[src/rtl/gpio_bank_pkg.sv]
package gpio_bank_pkg;

  typedef enum logic [3:0] {
    SEL_OUT   = 4'd0,
    SEL_DIR   = 4'd1,
    SEL_BLINK = 4'd2,
    SEL_POL   = 4'd3,
    SEL_DIN   = 4'd4,
    SEL_CAUSE = 4'd5,
    SEL_EMASK = 4'd6,
    SEL_LMASK = 4'd7,
    SEL_BSEL  = 4'd8
  } reg_sel_e;

  // Per-line cause: level source OR masked edge latch.
  function automatic logic [31:0] line_cause_f(input logic [31:0] din,
                                               input logic [31:0] lmask,
                                               input logic [31:0] latch,
                                               input logic [31:0] emask);
    return (din & lmask) | (latch & emask);
  endfunction

  // Next edge latch: keep bits written 1 (or all when idle), then add new rises.
  function automatic logic [31:0] latch_next_f(input logic [31:0] cur,
                                               input logic        wr,
                                               input logic [31:0] keep,
                                               input logic [31:0] rise);
    return (wr ? (cur & keep) : cur) | rise;
  endfunction

endpackage

[src/rtl/gpio_bank_sync.sv]
module gpio_bank_sync #(
  parameter int WIDTH  = 32,
  parameter int STAGES = 2
) (
  input  logic             clk,
  input  logic             rst_n,
  input  logic [WIDTH-1:0] d,
  output logic [WIDTH-1:0] q
);
  logic [WIDTH-1:0] stage_q [STAGES];

  for (genvar s = 0; s < STAGES; s++) begin : g_stage
    always_ff @(posedge clk or negedge rst_n) begin
      if (!rst_n) stage_q[s] <= '0;
      else if (s == 0) stage_q[s] <= d;
      else stage_q[s] <= stage_q[(s == 0) ? 0 : s-1];
    end
  end

  assign q = stage_q[STAGES-1];
endmodule

[src/rtl/gpio_bank_edge.sv]
module gpio_bank_edge
  import gpio_bank_pkg::*;
#(
  parameter int WIDTH = 32
) (
  input  logic             clk,
  input  logic             rst_n,
  input  logic [WIDTH-1:0] adj_in,
  input  logic             clr_wr,
  input  logic [WIDTH-1:0] clr_keep,
  output logic [WIDTH-1:0] latch_q,
  output logic [WIDTH-1:0] rise
);
  logic [WIDTH-1:0] prev_q;

  assign rise = adj_in & ~prev_q;

  always_ff @(posedge clk or negedge rst_n) begin
    if (!rst_n) begin
      prev_q  <= '0;
      latch_q <= '0;
    end else begin
      prev_q  <= adj_in;
      latch_q <= latch_next_f(latch_q, clr_wr, clr_keep, rise);
    end
  end
endmodule

[src/rtl/gpio_bank_reduce.sv]
module gpio_bank_reduce #(
  parameter int WIDTH = 32,
  parameter int GROUP = 8,
  localparam int NGRP = WIDTH / GROUP
) (
  input  logic [WIDTH-1:0] cause,
  output logic [NGRP-1:0]  grp
);
  for (genvar g = 0; g < NGRP; g++) begin : g_grp
    assign grp[g] = |cause[g*GROUP +: GROUP];
  end
endmodule

[src/rtl/gpio_irq_bank.sv]
module gpio_irq_bank
  import gpio_bank_pkg::*;
#(
  parameter int LINES   = 32,
  parameter int GROUP   = 8,
  parameter int ADDR_W  = 4,
  parameter int SYNC_ST = 2,
  localparam int NGRP   = LINES / GROUP
) (
  input  logic              clk,
  input  logic              rst_n,
  input  logic [ADDR_W-1:0] bus_addr,
  input  logic              bus_we,
  input  logic [LINES-1:0]  bus_wdata,
  output logic [LINES-1:0]  bus_rdata,
  input  logic [LINES-1:0]  pad_in,
  output logic [LINES-1:0]  pad_out,
  output logic [LINES-1:0]  pad_oe,
  output logic [NGRP-1:0]   irq_grp
);
  logic [LINES-1:0] out_q, dir_q, blink_q, pol_q, emask_q, lmask_q, bsel_q;
  logic [LINES-1:0] pad_sync, data_in, rise_vec, edge_latch, line_cause;
  logic             latch_wr;

  gpio_bank_sync #(.WIDTH(LINES), .STAGES(SYNC_ST)) u_sync (
    .clk(clk), .rst_n(rst_n), .d(pad_in), .q(pad_sync)
  );

  assign data_in  = pad_sync ^ pol_q;
  assign latch_wr = bus_we && (bus_addr == ADDR_W'(SEL_CAUSE));

  gpio_bank_edge #(.WIDTH(LINES)) u_edge (
    .clk(clk), .rst_n(rst_n), .adj_in(data_in), .clr_wr(latch_wr),
    .clr_keep(bus_wdata), .latch_q(edge_latch), .rise(rise_vec)
  );

  assign line_cause = line_cause_f(data_in, lmask_q, edge_latch, emask_q);

  gpio_bank_reduce #(.WIDTH(LINES), .GROUP(GROUP)) u_reduce (
    .cause(line_cause), .grp(irq_grp)
  );

  always_ff @(posedge clk or negedge rst_n) begin
    if (!rst_n) begin
      out_q   <= '0;
      dir_q   <= '1;
      blink_q <= '0;
      pol_q   <= '0;
      emask_q <= '0;
      lmask_q <= '0;
      bsel_q  <= '0;
    end else if (bus_we) begin
      case (bus_addr)
        ADDR_W'(SEL_OUT):   out_q   <= bus_wdata;
        ADDR_W'(SEL_DIR):   dir_q   <= bus_wdata;
        ADDR_W'(SEL_BLINK): blink_q <= bus_wdata;
        ADDR_W'(SEL_POL):   pol_q   <= bus_wdata;
        ADDR_W'(SEL_EMASK): emask_q <= bus_wdata;
        ADDR_W'(SEL_LMASK): lmask_q <= bus_wdata;
        ADDR_W'(SEL_BSEL):  bsel_q  <= bus_wdata;
        default: ;
      endcase
    end
  end

  always_comb begin
    case (bus_addr)
      ADDR_W'(SEL_OUT):   bus_rdata = out_q;
      ADDR_W'(SEL_DIR):   bus_rdata = dir_q;
      ADDR_W'(SEL_BLINK): bus_rdata = blink_q;
      ADDR_W'(SEL_POL):   bus_rdata = pol_q;
      ADDR_W'(SEL_DIN):   bus_rdata = data_in;
      ADDR_W'(SEL_CAUSE): bus_rdata = edge_latch;
      ADDR_W'(SEL_EMASK): bus_rdata = emask_q;
      ADDR_W'(SEL_LMASK): bus_rdata = lmask_q;
      ADDR_W'(SEL_BSEL):  bus_rdata = bsel_q;
      default:            bus_rdata = '0;
    endcase
  end

  assign pad_out = out_q;
  assign pad_oe  = ~dir_q;
endmodule

[config.mk]
export PLATFORM = sky130hd
export DESIGN_NAME = gpio_irq_bank
export DESIGN_NICKNAME = d
export VERILOG_FILES = /design/src/rtl/gpio_bank_pkg.sv /design/src/rtl/gpio_bank_sync.sv /design/src/rtl/gpio_bank_edge.sv /design/src/rtl/gpio_bank_reduce.sv /design/src/rtl/gpio_irq_bank.sv
export SDC_FILE = /design/constraint.sdc
export NUM_CORES = 1
export LEC_CHECK = 0
export BUFFER_PORTS_ARGS = -buffer_cell sky130_fd_sc_hd__buf_2
export CAP_MARGIN = 10
export CORE_UTILIZATION = 30
export CTS_CLUSTER_DIAMETER = 100
export DETAILED_ROUTE_END_ITERATION = 12
export GPL_TIMING_DRIVEN = 1
export PLACE_DENSITY = 0.48
export SLEW_MARGIN = 20
export SYNTH_ARGS = -nofsm -noshare
export SYNTH_HDL_FRONTEND = slang
export SYNTH_SLANG_ARGS = --single-unit
[constraint.sdc]
create_clock -name clk -period 8 [get_ports clk]
set_clock_uncertainty 0.2 [all_clocks]
set_input_delay 1.6 -clock clk [delete_from_list [all_inputs] [get_ports clk]]
set_output_delay 1.6 -clock clk [all_outputs]
set_load 0.005 [all_outputs]
-- After elaboration in Yosys (flattened, before gate mapping)
Cells that the tools add are included.
- bitwise logic cells: 9
- reductions and logical operators: 13
- multiplexer cells: 2
- eq/ne operators: 8
- operators with widths (operator ; count):
    32-bit case mux with 9 select lines ; 1
    32-bit AND ; 4
    32-bit NOT ; 2
    32-bit bitwise OR ; 2
    32-bit two-way mux ; 1
    8-bit OR reduction ; 4
    32-bit bitwise XOR ; 1
    4-bit by 3-bit == test with 1-bit output (second input constant) ; 4
    2-bit AND reduction ; 7
    4-bit by 2-bit == test with 1-bit output (second input constant) ; 2
    4-bit by 1-bit == test with 1-bit output (second input constant) ; 1
    4-bit == test (second input constant) ; 1
    4-bit zero test ; 1
    1-bit logical AND ; 1
- register bits: 352
- output and inout port bits: 100

-- Logic depth before layout (Yosys ltp)
- word-level depth: 4
- depth in mapped cells: 8
- gate-level depth less buffers: 5

-- Hierarchy
Synthesis repeated with hierarchy kept, for this count alone.
- cells, all modules: 1187
- area total of the unflattened synthesis: 15656.3 µm²
- by module, submodules not included (module ; area an instance (µm²) ; cells an instance ; times used ; sequential area each (µm²)):
    gpio_irq_bank ; 11484.8 ; 916 ; 1 ; 5645.4
    gpio_bank_edge ; 2264.7 ; 163 ; 1 ; 1601.5
    gpio_bank_sync ; 1841.8 ; 96 ; 1 ; 1601.5
    gpio_bank_reduce ; 65.1 ; 12 ; 1 ; 0.0

-- Least setup slack after synthesis
OpenSTA, ideal clock, no wires.
- path type: in2out
- from: in bus_addr[1]
- to: out bus_rdata[11]
- stages: 8
- buffers on the path: 4
- setup slack: 3.149 ns
- data arrival time: 3.051 ns
- data required time: 6.200 ns
- cells stage by stage: buf_6 > or4b_4 > buf_6 > buf_6 > buf_6 > o32ai_2 > a221oi_1 > a21oi_1
- word-level cells in the longest chain between the ends: 2
- elaborated cells between the ends (all ways): 10
- ends and longest elaborated chain (what ; RTL line ; RTL):
    start, declared ; gpio_irq_bank.sv:12 ; input logic [ADDR_W-1:0] bus_addr,
    4-bit == test (tied with other cells) ; gpio_irq_bank.sv:67 ; case (bus_addr)
    32-bit case mux with 9 select lines * ; gpio_irq_bank.sv:67 ;
    end, declared ; gpio_irq_bank.sv:15 ; output logic [LINES-1:0] bus_rdata,
Mark *: on every way between the ends. The rest lies on a longest branch, timed or not.

-- Worst setup path after layout
- from: in bus_addr[1]
- to: out bus_rdata[5]
The elaborated chain is that of the path after synthesis.

==> results_dict.tcl <==
set metrics [dict create \
    status "completed" \
    grt_max_degree 143 \
    grt_antenna_before_repair 2 \
    use_met3 0.03768 \
    crit_type "in -> out" \
    synth.top_cells.by_area "dfrtp_1, mux2_2, dfstp_2" \
    syn_area_per_cell_um2 12.83 \
    final_nets 1413 \
    cts_tree "yes" \
    ys_types 48 \
    met2_usage 0.2970 \
    ir_worst_vdd_mv 0.1490 \
    die_area_um2 50880 \
    clk_latency_ps 550 \
    start_util 0.3051 \
    track_usage 0.1892 \
    wl_per_cell_um 23.05 \
    die_y_um 225.6 \
    grt-ovfl-total 0 \
    wl_mm 46.97 \
    synthMuxAreaShare 0.1889 \
    clock_sinks 352 \
    timing.hold.ws_ps 146.1 \
    ys_warn_count 0 \
    grtUsageMet1 0.2618 \
    critPathCaptureType "primary output" \
    grt_pass1_wl_mm 71.04 \
    post-cts-setup-buffer-count 0 \
    num_rows 81 \
    final_layout_size_suffix_gt1_frac 0.3675 \
    cellLeakagePower_uw 0.007965 \
    required_ps 6200 \
    num_io_pins 171 \
    synthAdderAreaFrac 0 \
    cap_violations 0 \
    dp_slack_ps 2140 \
    syn_to_final_growth_pct 19.79 \
    fmax_ghz 0.1707 \
    grt_pass1_vias 10879 \
    synth_edf_count 0 \
    htreeDepth 2 \
    drt-pass1-iter-count 7 \
    synth_top_family_by_area "multiplexers" \
    slew_violations 0 \
    hp-class "reg -> reg" \
    ys.flop_type "dfrtp_1" \
    power_density_nw_per_um2 283.9 \
    cts.root.buffer_cell "clkbuf_16" \
    ctsHoldBuffers 0 \
    netlist_instances 1169 \
    seq_area_frac_synth 0.5901 \
    gp_routability_congestion 0.8255 \
    portBuffers 170 \
    tightest_slew_ps 1064 \
    start_kind "input pin" \
    path_clk_slew_ps 60 \
    crit_fanout 45 \
    finalHoldViolations 0 \
    slew_headroom 0.2890 \
    rsz0062_at_grt "no" \
    async_flop_share 1.000 \
    fin_crit_ps 5860 \
    viasPerCell 5.072 \
    numCtsBuffers 41 \
    final_common_cell "dfrtp_1" \
    setup_viol 0 \
    clock_path_buffers 3 \
    antenna_cells 0 \
    final_cell_mix "dfrtp_1, mux2_2, buf_2, o21ai_0, inv_1" \
    drc_errors 0 \
    fin_tns_setup_ps 0 \
    dp_hpwl_mm 30.85 \
    netlist_area_um2 14990 \
    busiest_layer "met2" \
    fin_crit_sh 0.7325 \
    cp.arrival_ps 4060 \
    dr_total_vias 10336 \
    drt_iter0_drc 674 \
    yosys_register_bits 352 \
    core_um2 49150 \
    die_x_um 225.6 \
    yosys.area.top_type "dfrtp_1" \
    setup_ws_ps 2140 \
    synthSimpleGateAreaFrac 0.05315 \
    synth_nets 1240 \
    post_cts_resize_count 0 \
    synth_top_cell_area_share 0.5340 \
    synth_compound_area_frac 0.1123 \
    power_uw 5099 \
    synth_xor_area_frac 0.01869 \
    fin_util 0.3654 \
    antenna_left 0 \
]
report_power, final:
| part | switching, uW | internal [uW] | leakage (uW) |
|---|---|---|---|
| Combinational | 379 | 391 | 0.00318 |
| Clock | 764 | 1150 | 0.000683 |
| Sequential | 264 | 2150 | 0.00410 |
through the flow:
stage | area (um^2) | cells
after global routing | 17960 | 2038
final | 17960 | 2038
after global placement | 16560 | 1963
after CTS | 17950 | 2038
after detailed placement | 16560 | 1963
after floorplan | 14990 | 1169
final cells by class:
type                    instances  area, um^2
fillers                      4823       31190
clock buffers                  55        1201
inverters                      67       251.5
clock inverters                20       191.4
flip-flops and latches        352        8848
multi-input cells             690        5615
repair buffers                190        1023
well taps                     664       830.8
worst max-delay path, cell delays in order:
cell and delay [ps]:
buf_2 310, buf_4 470, or4b_4 650, o21ai_0 180, a221o_1 330, a211oi_1 180
o21ai_0 120, buf_2 170
routing by layer:
| metal | wire length [um] | up-vias |
|---|---|---|
| li1 | - | 4594 |
| met1 | 21770 | 5386 |
| met2 | 21550 | 285 |
| met3 | 2547 | 69 |
| met4 | 1086 | 2 |
| met5 | 13 | - |
synthesized netlist by cell type (27+ instances only):
library cell and count:
xor2_1 31, nand2_1 38, nor2_1 34, mux2_2 201, inv_1 67, a221oi_1 29
a22oi_1 42, mux2i_1 31, dfstp_2 32, o21ai_0 103, buf_2 27, dfrtp_1 320
kinds of logic (layout without fill, tap and decap cells):
group           after synthesis  count (layout)
mux                         255             255
flops                       352             352
compound gates              253             253
buf+inv                     127             332
xor+xnor                     32              32
simple gates                150             150
path summary, 6_finish.rpt:
| path | from | to | slack [ps] | cells past startpoint |
|---|---|---|---|---|
| worst max-delay path | bus_addr[1] | bus_rdata[5] | 2140 | 8 |
| worst min-delay path | u_sync.stage_q[43]$_DFF_PN0_ | u_sync.q[11]$_DFF_PN0_ | 150 | 0 |
| worst max register to register | pol_q[20]$_DFFE_PN0P_ | u_edge.latch_q[20]$_DFF_PN0_ | 6620 | 3 |
| worst min register to register | u_sync.stage_q[43]$_DFF_PN0_ | u_sync.q[11]$_DFF_PN0_ | 150 | 0 |
| max in group asynchronous | rst_n | pol_q[24]$_DFFE_PN0P_ | 5330 | 2 |
| min in group asynchronous | rst_n | u_sync.stage_q[52]$_DFF_PN0_ | 820 | 1 |
registers in the layout (all words and copies together) (netlist names):
signal          count
blink_q            32
bsel_q             32
dir_q              32
emask_q            32
lmask_q            32
pad_out            32
pol_q              32
u_edge.latch_q     32
u_edge.prev_q      32
u_sync.q           32
u_sync.stage_q     32
Note: power is estimated with default switching activity, not from simulation.
